===== src/rtl/sl_pkg.sv =====
package sl_pkg;
  typedef enum logic [1:0] {
    LK_OFF  = 2'd0,
    LK_HOLD = 2'd1,
    LK_ON   = 2'd2,
    LK_FALL = 2'd3
  } lk_state_e;

  function automatic int unsigned cnt_width(input int unsigned limit);
    return (limit < 2) ? 1 : $clog2(limit + 1);
  endfunction
endpackage


===== src/rtl/sl_sync.sv =====
module sl_sync #(
  parameter int unsigned STAGES = 2
) (
  input  logic clk,
  input  logic rst_n,
  input  logic d_async,
  output logic d_sync
);
  logic [STAGES-1:0] chain;

  generate
    for (genvar i = 0; i < STAGES; i++) begin : g_stage
      if (i == 0) begin : g_first
        always_ff @(posedge clk or negedge rst_n) begin
          if (!rst_n) chain[0] <= 1'b0;
          else        chain[0] <= d_async;
        end
      end else begin : g_next
        always_ff @(posedge clk or negedge rst_n) begin
          if (!rst_n) chain[i] <= 1'b0;
          else        chain[i] <= chain[i-1];
        end
      end
    end
  endgenerate

  assign d_sync = chain[STAGES-1];
endmodule


===== src/rtl/sl_glitch_filter.sv =====
module sl_glitch_filter #(
  parameter int unsigned GLITCH_CYC = 8
) (
  input  logic clk,
  input  logic rst_n,
  input  logic din,
  output logic qual
);
  localparam int unsigned FW = sl_pkg::cnt_width(GLITCH_CYC);
  localparam logic [FW-1:0] LAST = FW'(GLITCH_CYC - 1);

  logic [FW-1:0] run_cnt;
  logic          qual_r;

  always_ff @(posedge clk or negedge rst_n) begin
    if (!rst_n) begin
      qual_r  <= 1'b0;
      run_cnt <= '0;
    end else if (din != qual_r) begin
      if (run_cnt == LAST) begin
        qual_r  <= din;
        run_cnt <= '0;
      end else begin
        run_cnt <= run_cnt + 1'b1;
      end
    end else begin
      run_cnt <= '0;
    end
  end

  assign qual = qual_r;
endmodule


===== src/rtl/sl_lock_fsm.sv =====
module sl_lock_fsm
  import sl_pkg::*;
#(
  parameter int unsigned PWRUP_CYC = 50_000_000,
  parameter int unsigned LOCK_CYC  = 1000
) (
  input  logic clk,
  input  logic rst_n,
  input  logic good,
  output logic permit,
  output logic clr
);
  localparam int unsigned MAXC = (PWRUP_CYC > LOCK_CYC) ? PWRUP_CYC : LOCK_CYC;
  localparam int unsigned CW   = cnt_width(MAXC);
  localparam logic [CW-1:0] P_LAST = CW'(PWRUP_CYC - 1);
  localparam logic [CW-1:0] L_LAST = CW'((LOCK_CYC == 0) ? 0 : LOCK_CYC - 1);

  lk_state_e     st, st_nx;
  logic [CW-1:0] cnt, cnt_nx;

  always_comb begin
    st_nx  = st;
    cnt_nx = cnt;
    unique case (st)
      LK_OFF: begin
        if (good) begin
          st_nx  = LK_HOLD;
          cnt_nx = '0;
        end
      end
      LK_HOLD: begin
        if (!good) begin
          st_nx  = LK_OFF;
          cnt_nx = '0;
        end else if (cnt == P_LAST) begin
          st_nx  = LK_ON;
          cnt_nx = '0;
        end else begin
          cnt_nx = cnt + 1'b1;
        end
      end
      LK_ON: begin
        if (!good) begin
          st_nx  = (LOCK_CYC == 0) ? LK_OFF : LK_FALL;
          cnt_nx = '0;
        end
      end
      LK_FALL: begin
        if (good) begin
          st_nx  = LK_ON;
          cnt_nx = '0;
        end else if (cnt == L_LAST) begin
          st_nx  = LK_OFF;
          cnt_nx = '0;
        end else begin
          cnt_nx = cnt + 1'b1;
        end
      end
      default: begin
        st_nx  = LK_OFF;
        cnt_nx = '0;
      end
    endcase
  end

  always_ff @(posedge clk or negedge rst_n) begin
    if (!rst_n) begin
      st  <= LK_OFF;
      cnt <= '0;
    end else begin
      st  <= st_nx;
      cnt <= cnt_nx;
    end
  end

  assign permit = (st == LK_ON) || (st == LK_FALL);
  assign clr    = (st == LK_OFF);
endmodule


===== src/rtl/supply_lockout_ctrl.sv =====
module supply_lockout_ctrl #(
  parameter int unsigned SYNC_STAGES = 2,
  parameter int unsigned GLITCH_CYC  = 8,
  parameter int unsigned PWRUP_CYC   = 50_000_000,
  parameter int unsigned LOCK_CYC    = 1000
) (
  input  logic clk,
  input  logic rst_n,
  input  logic supply_raw,
  output logic write_permit,
  output logic wen_clear
);
  logic s_sync;
  logic q_good;

  sl_sync #(.STAGES(SYNC_STAGES)) u_sync (
    .clk     (clk),
    .rst_n   (rst_n),
    .d_async (supply_raw),
    .d_sync  (s_sync)
  );

  sl_glitch_filter #(.GLITCH_CYC(GLITCH_CYC)) u_filt (
    .clk   (clk),
    .rst_n (rst_n),
    .din   (s_sync),
    .qual  (q_good)
  );

  sl_lock_fsm #(.PWRUP_CYC(PWRUP_CYC), .LOCK_CYC(LOCK_CYC)) u_fsm (
    .clk    (clk),
    .rst_n  (rst_n),
    .good   (q_good),
    .permit (write_permit),
    .clr    (wen_clear)
  );
endmodule


===== config.mk =====
export PLATFORM = sky130hd
export DESIGN_NAME = supply_lockout_ctrl
export DESIGN_NICKNAME = d
export VERILOG_FILES = /design/src/rtl/sl_pkg.sv /design/src/rtl/sl_sync.sv /design/src/rtl/sl_glitch_filter.sv /design/src/rtl/sl_lock_fsm.sv /design/src/rtl/supply_lockout_ctrl.sv
export SDC_FILE = /design/constraint.sdc
export NUM_CORES = 1
export LEC_CHECK = 0
export CAP_MARGIN = 5
export CORE_UTILIZATION = 40
export DETAILED_ROUTE_END_ITERATION = 8
export GPL_TIMING_DRIVEN = 0
export PLACE_DENSITY = 0.62
export SLEW_MARGIN = 20
export SYNTH_ARGS = -nofsm -noshare
export SYNTH_HDL_FRONTEND = slang
export SYNTH_SLANG_ARGS = --single-unit

===== constraint.sdc =====
create_clock -name clk -period 5.05 [get_ports clk]
set_input_delay 0.7575 -clock clk [delete_from_list [all_inputs] [get_ports clk]]
set_output_delay 0.7575 -clock clk [all_outputs]
set_load 0.03 [all_outputs]

== Word level (Yosys, flattened, before mapping) ==
Index checks and enable logic that the tools add are counted.

* $add $sub $neg: 2
* Equality and inequality tests: 11
* Multiplexer cells: 16
* Reductions and logical operators: 5

{| class="wikitable"
|+ Operators by type and width
! cell !! number
|-
| $mux W26 || 6
|-
| $pmux W26 S4 || 1
|-
| $add A26 B1 Y26 const B || 1
|-
| $eq A26 B10 Y1 const B || 1
|-
| $eq A26 B26 Y1 const B || 1
|-
| $mux W2 || 6
|-
| $mux W4 || 2
|-
| $pmux W2 S4 || 1
|-
| $ne A3 B2 Y1 const B || 2
|-
| $add A4 B1 Y4 const B || 1
|-
| $eq A2 B2 Y1 const B || 2
|-
| $eq A4 B3 Y1 const B || 1
|-
| $reduce_and A2 Y1 || 2
|-
| $reduce_and A4 Y1 || 1
|-
| $eq A2 B1 Y1 const B || 1
|-
| $logic_not A2 Y1 || 1
|-
| $ne A2 B1 Y1 const B || 1
|-
| $ne A2 B2 Y1 const B || 1
|-
| $logic_or A1 B1 Y1 || 1
|-
| $ne A1 B1 Y1 || 1
|}

* Flip-flop bits (word level): 35
* Input port bits: 3
* Logic and storage cells: 40

== Depth between registers and ports, before layout ==
* Depth in word-level cells: 4
* Mapped depth: 9
* Gate-level depth less buffers: 7

== By module ==
Synthesis repeated with hierarchy kept, for this count alone.

* Cell total of the unflattened synthesis: 240
* Area total of the unflattened synthesis: 2129.5 µm²

{| class="wikitable"
|+ Modules (own cells, without submodules)
! module !! instances !! cells each !! area each (µm²)
|-
| sl_lock_fsm || 1 || 221 || 1844.3
|-
| sl_glitch_filter || 1 || 17 || 235.2
|-
| sl_sync || 1 || 2 || 50.0
|}

== Worst setup path before layout ==
OpenSTA, ideal clock, no wires.

* Path type: register to register
* Start point: reg u_fsm.cnt[0]
* End point: reg u_fsm.cnt[18]
* Library setup time: 0.127 ns
* Arrival: 2.066 ns
* Required time: 4.923 ns
* Slack: 2.857 ns
* Cell stages (with the launch flop): 10
* Cells stage by stage: dfrtp_1 > ha_1 > nor4b_4 > nand3_1 > o41ai_4 > a21boi_2 > buf_6 > buf_6 > a31oi_2 > o31ai_1

* Word-level cells in the longest chain between the ends: 4
* Elaborated cells between the ends (all ways): 8
* Those cells by class: add/sub: 1; eq/ne: 2; mux: 5

{| class="wikitable"
|+ RTL lines
! what !! RTL line !! text
|-
| start, declared || sl_lock_fsm.sv:19 || <nowiki>logic [CW-1:0] cnt, cnt_nx;</nowiki>
|-
| start signal, assigned || sl_lock_fsm.sv:72 || <nowiki>cnt <= cnt_nx;</nowiki>
|-
| $add A26 B1 Y26, or another cell as far along || sl_lock_fsm.sv:39, sl_lock_fsm.sv:56 ||
|-
| $mux W26, on equally long branches || sl_lock_fsm.sv:52, sl_lock_fsm.sv:35 ||
|-
| $mux W26, on equally long branches || sl_lock_fsm.sv:49, sl_lock_fsm.sv:32 ||
|-
| $pmux W26 S4 * || sl_lock_fsm.sv:24 || <nowiki>unique case (st)</nowiki>
|}

Mark *: on every way between the ends. The rest lies on a longest branch, timed or not.
A chain may end at the register's enable or synchronous reset.

== Worst setup path in the final report ==
* Start point: reg u_fsm.cnt[0]
* End point: reg u_fsm.cnt[16]

Same word-level chain as after synthesis.

==> impl_metrics.tcl <==
set metrics [dict create \
    postCtsSetupBuffers 0 \
    fin_crit_ns 2.59 \
    final_area_sq_mm 0.00215 \
    synth_top_family_by_area "simple AND/OR/NAND/NOR gates" \
    die_x_um 71.1 \
    yosys.area_share.simple_pct 25.1 \
    worst_skew_pair.late_latency_ns 0.29 \
    cp_max_fo 10 \
    synthMuxAreaShare_pct 1.64 \
    hold_buffers 0 \
    ant_nets 0 \
    vias 1555 \
    antenna_found_initial 0 \
    cts.sinks 35 \
    slew_headroom_pct 30.6 \
    synth_async_sr_flop_share_pct 100 \
    firstDrtPassIters 4 \
    rsz0062_at_grt "false" \
    arrival_ns 2.74 \
    drv_slew 0 \
    layout.nets 217 \
    rows 24 \
    synth_cell_types 44 \
    hpwlAfterDp_um 3000 \
    grt_pass1_vias 1468 \
    tightest_slew_ns 1.03 \
    avgSynthCellArea_sq_um 9.54 \
    synth_flop_cell "dfrtp_1" \
    crit_start "u_fsm.cnt[0]$_DFFE_PN0P_" \
    crit_path_start_kind "flip-flop" \
    first_iter_violations 114 \
    end_kind "flip-flop" \
    clk_path_buf_depth 2 \
    synth-xor-area-share_pct 1.84 \
    status "finished clean" \
    postSynthCellCount 200 \
    cts_tree "yes" \
    vias_per_cell 5.87 \
    dieArea_sq_mm 0.00505 \
    core_region_area_sq_mm 0.00447 \
    max_freq_mhz 386 \
    hp-class "flip-flop to flip-flop" \
    gp_congestion 0.843 \
    ir_drop_v 0.000229 \
    io_pins 5 \
    grt_max_degree 21 \
    synth-compound-area-share_pct 20.1 \
    cts-root-buf "clkbuf_8" \
    synth_top_area_share_pct 45.9 \
    fin_crit_sh_pct 51.3 \
    syn_area_sq_mm 0.00191 \
    crit_type "flip-flop to flip-flop" \
    cts_made_buffers 5 \
    die_h_um 71.1 \
    placed_area_sq_mm 0.00204 \
    remaining_drc_errors 0 \
    grt_pass1_wl_um 7310 \
    r2r-start "u_fsm.cnt[0]$_DFFE_PN0P_" \
    hold_violations 0 \
    ys_top_cells_by_area "dfrtp_1 46%, nand3_1 6.3%, a21oi_1 3.9%" \
    synth-seq-cells 35 \
    start_util_pct 42.6 \
    track_usage_pct 19.3 \
    drv_cap 0 \
    hold_start "u_sync.chain[0]$_DFF_PN0_" \
    port_buffers 4 \
    wl_per_cell_um 16.4 \
    powerDensity_mw_per_mm2 404 \
    p_leak_nw 0.866 \
    timing.setup.tns_ns 0 \
    synth_fp_nets 205 \
    routed_wl_um 4350 \
    setup_violations 0 \
    finClkSkew_ns 0.00306 \
    antenna_cells 0 \
    clk_pin_slew_ns 0.07 \
    yosysSeqAreaShare_pct 45.9 \
    yosys.area.top_type "dfrtp_1" \
    drive_above_1_share_pct 10.3 \
    cp.required_ns 5.20 \
    h-tree-depth 2 \
    synth_adder_area_share_pct 1.31 \
    synth-warning-count 0 \
    gr-total-overflow 0 \
    synth_edf_count 0 \
    cts_resized 0 \
    area_growth_pct 12.9 \
]
## metal layers
metal / GRT usage (%) / routed length [um] / vias to the layer above / part of all wire (%)
met1: 27.3 / 2130 / 744 / 49
met3: 4.13 / 219 / 8 / 5.0
met2: 28.3 / 1910 / 28 / 44
met4: 8.89 / 84 / 0 / 1.9
li1: - / - / 775 / -
met5: 0 / 0 / - / 0
## kinds of logic after synthesis
family,after synthesis
AOI/OAI and AO/OA,55
xor gates and xnor gates,4
adders and majority gates,2
buffers and inverters,15
DFF,35
muxes,3
and+or+nand+nor,86
## per-stage QoR
stage               worst slack (ns)  utilization [%]  std cells  total power, mW  hold slack, ns
CTS                             2.47             48.1        265            0.874           0.358
detailed placement              2.51             45.5        257            0.610           0.344
finish                          2.46             48.1        265            0.870           0.356
global placement                2.44             45.0        256            0.609           0.332
floorplan                       2.86                -        200            0.520           0.331
global route                    2.26             48.1        265            0.921           0.362
## worst paths after layout
check	endpoint	slack (ns)	cells after the start
max reg2reg	u_fsm.cnt[16]$_DFFE_PN0P_	2.46	8
min reg2reg	u_sync.d_sync$_DFF_PN0_	0.36	0
max in group asynchronous	u_fsm.cnt[0]$_DFFE_PN0P_	4.23	2
max	u_fsm.cnt[16]$_DFFE_PN0P_	2.46	8
min in group asynchronous	u_fsm.cnt[25]$_DFFE_PN0P_	0.39	1
min	u_sync.d_sync$_DFF_PN0_	0.36	0
## report_power, final
part           internal [mW]  switching [mW]  leakage (nW)
logic                 0.0971           0.176         0.325
clock network          0.160           0.104        0.0612
registers              0.304          0.0293         0.480
## cells in the mapped netlist (2+ instances only)
cell and instances:
nand2_1 12, o21ai_0 7, o21ai_1 2, buf_4 2, dfrtp_1 35, xnor2_1 3
buf_6 2, and3_1 4, nand3_1 24, mux2i_1 2, a41oi_1 3, nor2_1 16
a21oi_1 15, and2_1 2, nand2b_1 2, clkbuf_1 6, nor2b_1 2, a31oi_1 12
nor3_1 5, nand4_1 6, a21o_1 4, inv_1 5, and4_1 2, nor4b_1 2
a22o_1 5, ha_1 2
## worst max-delay path, cell delays in order (launching register included)
cell	delay (ns)
dfrtp_1	0.48
ha_1	0.36
nor4b_4	0.26
nand3_1	0.16
o41ai_4	0.43
a21boi_2	0.19
clkbuf_1	0.30
a21oi_1	0.21
a31oi_1	0.06
## sequential cells by signal, indices dropped and copies added, names as in the netlist, named ones only
name and cells:
u_filt.qual 1, u_sync.chain 1, u_fsm.cnt 26, u_filt.run_cnt 4, u_sync.d_sync 1, u_fsm.st 1
## cell type report
cell class | instances | area (sq um)
multi-input combinational | 150 | 953
timing repair buffer | 5 | 62.6
clock buffer | 6 | 82.6
buffer | 10 | 60.1
inverter | 5 | 18.8
sequential | 35 | 876
fill | 428 | 2320
tap | 52 | 65.1
clock inverter | 2 | 35.0
## cells in the final DEF, fill, tap and decap left out, types with 2 or more instances in the layout
| cell | instances |
|---|---|
| and4_1 | 2 |
| a21o_1 | 4 |
| nor2b_1 | 2 |
| a31oi_1 | 12 |
| mux2i_1 | 2 |
| nor4b_1 | 2 |
| inv_1 | 5 |
| nand2_1 | 12 |
| nand3_1 | 24 |
| ha_1 | 2 |
| nor2_1 | 16 |
| o21ai_1 | 2 |
| a41oi_1 | 3 |
| buf_4 | 2 |
| dfrtp_1 | 35 |
| and2_1 | 2 |
| nand2b_1 | 2 |
| and3_1 | 4 |
| o21ai_0 | 7 |
| a22o_1 | 5 |
| clkbuf_8 | 6 |
| nand4_1 | 6 |
| nor3_1 | 5 |
| a21oi_1 | 15 |
| clkbuf_1 | 6 |
| clkdlybuf4s50_1 | 3 |
| buf_6 | 2 |
| xnor2_1 | 3 |
Power figures use the tool's default switching activity.
